$ cat config.mk
export PLATFORM = sky130hd
export DESIGN_NAME = cluster_coinc_trigger
export DESIGN_NICKNAME = d
export VERILOG_FILES = /design/src/rtl/cct_pkg.sv /design/src/rtl/cct_stretcher.sv /design/src/rtl/cct_majority.sv /design/src/rtl/cct_servo.sv /design/src/rtl/cluster_coinc_trigger.sv
export SDC_FILE = /design/constraint.sdc
export NUM_CORES = 1
export LEC_CHECK = 0
export BUFFER_PORTS_ARGS = -buffer_cell sky130_fd_sc_hd__buf_2
export CAP_MARGIN = 20
export CORE_MARGIN = 10
export CORE_UTILIZATION = 45
export DETAILED_ROUTE_END_ITERATION = 10
export PLACE_DENSITY_LB_ADDON = 0.15
export SETUP_SLACK_MARGIN = 0.15
export SLEW_MARGIN = 20
export SYNTH_ARGS = -nofsm -noshare
export SYNTH_HDL_FRONTEND = slang
export SYNTH_SLANG_ARGS = --single-unit
$ cat constraint.sdc
create_clock -name clk -period 10.3 [get_ports clk]
set_input_delay 0.515 -clock clk [delete_from_list [all_inputs] [get_ports clk]]
set_output_delay 0.515 -clock clk [all_outputs]
set_load 0.02 [all_outputs]
$ cat src/rtl/cct_pkg.sv
package cct_pkg;

  typedef enum logic [1:0] {
    STEP_HOLD = 2'd0,
    STEP_UP   = 2'd1,
    STEP_DOWN = 2'd2
  } step_t;

  // Decide the servo step from the comparison and the range limits.
  function automatic step_t servo_decide(input logic above, input logic below,
                                         input logic at_top, input logic at_bot);
    if (above && !at_top) return STEP_UP;
    if (below && !at_bot) return STEP_DOWN;
    return STEP_HOLD;
  endfunction

endpackage

$ cat src/rtl/cct_stretcher.sv
module cct_stretcher #(
  parameter int WIN_W = 8
) (
  input  logic             clk,
  input  logic             rst_n,
  input  logic             hit,
  input  logic [WIN_W-1:0] win_len,
  output logic             active
);

  logic [WIN_W-1:0] remain;

  function automatic logic [WIN_W-1:0] next_remain(input logic h,
                                                   input logic [WIN_W-1:0] len,
                                                   input logic [WIN_W-1:0] cur);
    if (h) return len;
    if (cur != '0) return cur - 1'b1;
    return cur;
  endfunction

  always_ff @(posedge clk) begin
    if (!rst_n) remain <= '0;
    else        remain <= next_remain(hit, win_len, remain);
  end

  assign active = (remain != '0);

endmodule

$ cat src/rtl/cct_majority.sv
module cct_majority #(
  parameter int NCH   = 12,
  parameter int WIN_W = 8,
  parameter int CNT_W = 4
) (
  input  logic             clk,
  input  logic             rst_n,
  input  logic [NCH-1:0]   active,
  input  logic [WIN_W-1:0] win_len,
  input  logic [CNT_W-1:0] maj,
  output logic             fire,
  output logic             hold_busy,
  output logic             trig,
  output logic [NCH-1:0]   pattern
);

  localparam int POP_W = $clog2(NCH + 1);

  logic [WIN_W-1:0] hold;
  logic [POP_W-1:0] pop;

  function automatic logic [POP_W-1:0] popcount(input logic [NCH-1:0] v);
    logic [POP_W-1:0] s;
    s = '0;
    for (int i = 0; i < NCH; i++) s = s + POP_W'(v[i]);
    return s;
  endfunction

  assign pop       = popcount(active);
  assign hold_busy = (hold != '0);
  assign fire      = (maj != '0) && (int'(pop) >= int'(maj)) && !hold_busy;

  always_ff @(posedge clk) begin
    if (!rst_n) begin
      hold    <= '0;
      trig    <= 1'b0;
      pattern <= '0;
    end else begin
      trig <= fire;
      if (fire) begin
        hold    <= win_len;
        pattern <= active;
      end else if (hold_busy) begin
        hold <= hold - 1'b1;
      end
    end
  end

endmodule

$ cat src/rtl/cct_servo.sv
module cct_servo
  import cct_pkg::*;
#(
  parameter int RATE_W = 10,
  parameter int THR_W  = 8
) (
  input  logic              clk,
  input  logic              rst_n,
  input  logic              hit,
  input  logic              tick,
  input  logic [RATE_W-1:0] target,
  output logic [THR_W-1:0]  thr
);

  localparam logic [THR_W-1:0]  THR_MAX  = '1;
  localparam logic [THR_W-1:0]  THR_INIT = THR_W'(1) << (THR_W - 1);
  localparam logic [RATE_W-1:0] CNT_MAX  = '1;

  logic              hit_q;
  logic              rise;
  logic [RATE_W-1:0] cnt;
  step_t             step;

  assign rise = hit && !hit_q;
  assign step = servo_decide(cnt > target, cnt < target,
                             thr == THR_MAX, thr == '0);

  always_ff @(posedge clk) begin
    if (!rst_n) begin
      hit_q <= 1'b0;
      cnt   <= '0;
      thr   <= THR_INIT;
    end else begin
      hit_q <= hit;
      if (tick) begin
        cnt <= RATE_W'(rise);
        case (step)
          STEP_UP:   thr <= thr + 1'b1;
          STEP_DOWN: thr <= thr - 1'b1;
          default:   thr <= thr;
        endcase
      end else if (rise && cnt != CNT_MAX) begin
        cnt <= cnt + 1'b1;
      end
    end
  end

endmodule

$ cat src/rtl/cluster_coinc_trigger.sv
module cluster_coinc_trigger #(
  parameter int NCH          = 12,
  parameter int WIN_W        = 8,
  parameter int CNT_W        = 4,
  parameter int RATE_W       = 10,
  parameter int THR_W        = 8,
  parameter int SERVO_PERIOD = 256
) (
  input  logic                 clk,
  input  logic                 rst_n,
  input  logic [NCH-1:0]       hit_i,
  input  logic [WIN_W-1:0]     win_len_i,
  input  logic [CNT_W-1:0]     maj_i,
  input  logic [RATE_W-1:0]    target_i,
  output logic                 trig_o,
  output logic [NCH-1:0]       pattern_o,
  output logic [NCH*THR_W-1:0] thr_o
);

  localparam int PER_W = (SERVO_PERIOD > 1) ? $clog2(SERVO_PERIOD) : 1;

  logic [NCH-1:0]   active_w;
  logic             fire_w;
  logic             hold_busy_w;
  logic             servo_tick_w;
  logic [PER_W-1:0] per_cnt;

  for (genvar c = 0; c < NCH; c++) begin : g_ch
    cct_stretcher #(.WIN_W(WIN_W)) u_str (
      .clk(clk), .rst_n(rst_n), .hit(hit_i[c]),
      .win_len(win_len_i), .active(active_w[c])
    );
    cct_servo #(.RATE_W(RATE_W), .THR_W(THR_W)) u_srv (
      .clk(clk), .rst_n(rst_n), .hit(hit_i[c]), .tick(servo_tick_w),
      .target(target_i), .thr(thr_o[c*THR_W +: THR_W])
    );
  end

  cct_majority #(.NCH(NCH), .WIN_W(WIN_W), .CNT_W(CNT_W)) u_maj (
    .clk(clk), .rst_n(rst_n), .active(active_w), .win_len(win_len_i),
    .maj(maj_i), .fire(fire_w), .hold_busy(hold_busy_w),
    .trig(trig_o), .pattern(pattern_o)
  );

  assign servo_tick_w = (per_cnt == PER_W'(SERVO_PERIOD - 1));

  always_ff @(posedge clk) begin
    if (!rst_n)            per_cnt <= '0;
    else if (servo_tick_w) per_cnt <= '0;
    else                   per_cnt <= per_cnt + 1'b1;
  end

endmodule

==> flow_metrics.env <==
export IMPL_whs_ps=255
export IMPL_die_area_mm2=0.0606
export IMPL_tightest_slew_ps=1010
export IMPL_skew_ps=13.0
export IMPL_grt_pass1_wl_mm=105
export IMPL_clkTransAtPathRegs_ps=60
export IMPL_p_clk_frac=0.416
export IMPL_hold_viol=0
export IMPL_crit_buf_inv=6
export IMPL_cp_end_kind="flop"
export IMPL_pwr_share_comb=0.205
export IMPL_yosysTopAreaCellShare=0.307
export IMPL_start_util=0.457
export IMPL_cellLeakagePower_nw=10.8
export IMPL_nNetsFinal=3143
export IMPL_place_area_mm2=0.0243
export IMPL_p_int_mw=2.83
export IMPL_setup_tns_ps=0
export IMPL_fin_ws_ps=4210
export IMPL_tritoncts="done"
export IMPL_htreeDepth=2
export IMPL_max_stage_delay_ps=570
export IMPL_ff_latch_area_mm2=0.00707
export IMPL_die_x_um=246
export IMPL_drv_slew=0
export IMPL_period_share=0.591
export IMPL_synth_area_per_cell_um2=8.34
export IMPL_die_height_um=246
export IMPL_min_period_ps=6090
export IMPL_p_switching_mw=1.17
export IMPL_rsz0062_at_grt="no"
export IMPL_setup_worst_path_start_class="flop"
export IMPL_setup_viol=0
export IMPL_dp_cells=3488
export IMPL_seq_area_frac_synth=0.307
export IMPL_final_layout_size_suffix_gt1_frac=0.100
export IMPL_first_global_vias=20300
export IMPL_cts_root_buffer_cell="clkbuf_16"
export IMPL_hold_start="hit_i[1]"
export IMPL_syn_nets=3041
export IMPL_synth_distinct_cells=72
export IMPL_worstPathRequired_ps=10710
export IMPL_async_reset_ff_frac=0
export IMPL_io_pins=145
export IMPL_crit_slowest_cell="or4b_1"
export IMPL_nFillCells=4828
export IMPL_viasPerCell=5.81
export IMPL_ys_ff_latch=353
export IMPL_crit_top_cell="inv_1"
export IMPL_vdd_drop_max_v=0.000216
export IMPL_powerDensity_mw_per_mm2=155
export IMPL_drcViolationCount=0
export IMPL_instances_no_fill=3567
export IMPL_syn_area_mm2=0.0230
export IMPL_cts_buffers=42
export IMPL_ant_nets=0
export IMPL_via_count=20700
export IMPL_crit_path_cell_trace="inv_1, ha_1, or4b_1, nor4_4, inv_1, ha_1, inv_1, fa_1, inv_1, fa_1, fa_1, fa_1, inv_1, fa_1, inv_1, ha_1, a21o_1, a21o_1, a21o_1, a311oi_1, a211oi_1"
export IMPL_postCtsSetupBuffers=0
export IMPL_firstDrtPassIters=5
export IMPL_hold_buffers=0
export IMPL_gp_congestion=0.840
export IMPL_timing_fmax_mhz=164
export IMPL_final_area_mm2=0.0258
export IMPL_worstPathArrival_ps=6490
export IMPL_first_iter_violations=1085
export IMPL_grt_max_degree=111
export IMPL_routed_wl_mm=65.0
export IMPL_cap_violations=0
export IMPL_crit_start="g_ch[1].u_str.remain[0]"
export IMPL_rows=82
export IMPL_synth_edf_count=0
export IMPL_r2r_start="g_ch[1].u_str.remain[0]"
export IMPL_yosysTopAreaCell="dfxtp_1"
export IMPL_critPathTopFamily="adder cells"
export IMPL_hold_path_class="in -> reg"
export IMPL_synthFlopType="dfxtp_1"
export IMPL_dp_hpwl_mm=44.9
export IMPL_dp_slack_ps=4210
export IMPL_wl_per_cell_um=18.2
export IMPL_cp_max_fo=20
export IMPL_synth_warnings=0
export IMPL_cts_resized=0
export IMPL_outcome="completed"
export IMPL_clk_path_buf_depth=3
export IMPL_clk_latency_ps=570
export IMPL_pwr_share_seq=0.379
export IMPL_multiInputGateArea_mm2=0.0150
export IMPL_coreArea_mm2=0.0504
export IMPL_grt_overflow=0
export IMPL_clock_sinks=353
export IMPL_relSlewSlack=0.328
export IMPL_portBuffers=144
export IMPL_crit_type="reg -> reg"
export IMPL_synthCells=2758
export IMPL_reg2reg_slack_ps=4210
export IMPL_synthTopCellsByArea="dfxtp_1 31%, ha_1 12%, nor2_1 4.9%, a21oi_1 4.6%, xor2_1 3.5%"
export IMPL_p_sw_frac=0.293
export IMPL_syn_to_final_growth_pct=12.3
export IMPL_grtUsageTotal=0.210
export IMPL_antenna_found_initial=4
[placed cells by master (no fill, tap or decap), types with 21 or more instances in the layout]
cell type    n
a21oi_1    210
nor3_1      82
nand4_1     87
buf_2      143
nor2b_1     32
dfxtp_1    353
nor2_1     298
xnor2_1     63
or3_1       56
o21a_1      41
nand3_1    122
a31oi_1     30
a211oi_1    49
nor4_1      42
mux2i_1     76
nand2b_1    48
ha_1       228
and4_1      21
o41ai_1     27
nand2_1    136
mux2_2      24
xor2_1      92
and3_1      34
inv_1      147
clkbuf_16   43
o211ai_1    42
o21ai_0    131
[synth_stat cells, types with 14 or more instances]
library cell,n
a211oi_1,49
a21o_1,19
a21oi_1,210
a31oi_1,30
and2_1,17
and3_1,35
and4_1,21
buf_1,14
buf_2,20
clkbuf_1,60
dfxtp_1,353
fa_1,19
ha_1,228
inv_1,148
mux2_2,24
mux2i_1,76
nand2_1,137
nand2b_1,48
nand3_1,122
nand4_1,87
nor2_1,298
nor2b_1,32
nor3_1,82
nor4_1,42
o211ai_1,42
o21a_1,41
o21ai_0,131
o41ai_1,27
or3_1,56
xnor2_1,63
xor2_1,92
[final cells by class]
| cell class | instances | share of cell area |
|---|---|---|
| Antenna cell | 3 | 0.000291 |
| Clock buffer | 63 | 0.0508 |
| Clock inverter | 13 | 0.00969 |
| Inverter | 149 | 0.0218 |
| Multi-Input combinational cell | 2160 | 0.580 |
| Sequential cell | 353 | 0.274 |
| Tap cell | 672 | 0.0325 |
| Timing Repair Buffer | 154 | 0.0309 |
[worst min-delay path: stages]
cell	delay, ps
buf_2	130
nand2_1	70
a21oi_1	50
[path summary, 6_finish.rpt]
path | cells past startpoint | end
worst max register to register | 21 | u_maj.hold[0]
worst max-delay path | 21 | u_maj.hold[0]
worst min-delay path | 3 | g_ch[1].u_str.remain[0]
worst min register to register | 1 | per_cnt[0]
[power groups by stage]
stage               combinational [mW]  clock, mW  sequential, mW
detailed placement               0.810          0            1.54
finish                           0.818       1.67            1.52
global placement                 0.788          0            1.54
global route                     0.926       1.75            1.53
CTS                              0.818       1.71            1.51
floorplan                        0.636          0            1.54
[metrics by stage]
stage | power (mW) | utilization
6_report | 4.00 | 0.513
5_1_grt | 4.21 | 0.513
4_1_cts | 4.04 | 0.513
3_5_place_dp | 2.35 | 0.482
3_3_place_gp | 2.33 | 0.482
2_1_floorplan | 2.17 | -
[kinds of logic (layout without fill, tap and decap cells)]
family          after synthesis  count (layout)  share of synthesized area
xor+xnor                    155             155                     0.0590
compound gates              633             633                      0.175
other cells                   0               3                          0
fa+ha+maj                   247             247                      0.141
simple gates               1025            1025                      0.232
flops                       353             353                      0.307
mux                         100             100                     0.0448
buf+inv                     245             379                     0.0418
[flip-flops by register name (all words and copies together) (netlist names)]
signal	cells
g_ch.u_str.remain	96
g_ch.u_srv.hit_q	12
g_ch.u_srv.thr	96
u_maj.pattern	12
g_ch.u_srv.cnt	120
u_maj.hold	8
u_maj.trig	1
per_cnt	8
[layer usage]
layer	track usage	part of all wire	vias to the layer above
met5	0	0.00040	-
met2	0.372	0.49	448
met4	0.0761	0.029	4
met3	0.0317	0.048	105
li1	-	-	10300
met1	0.251	0.43	9901
Note: power is estimated with default switching activity, not from simulation.
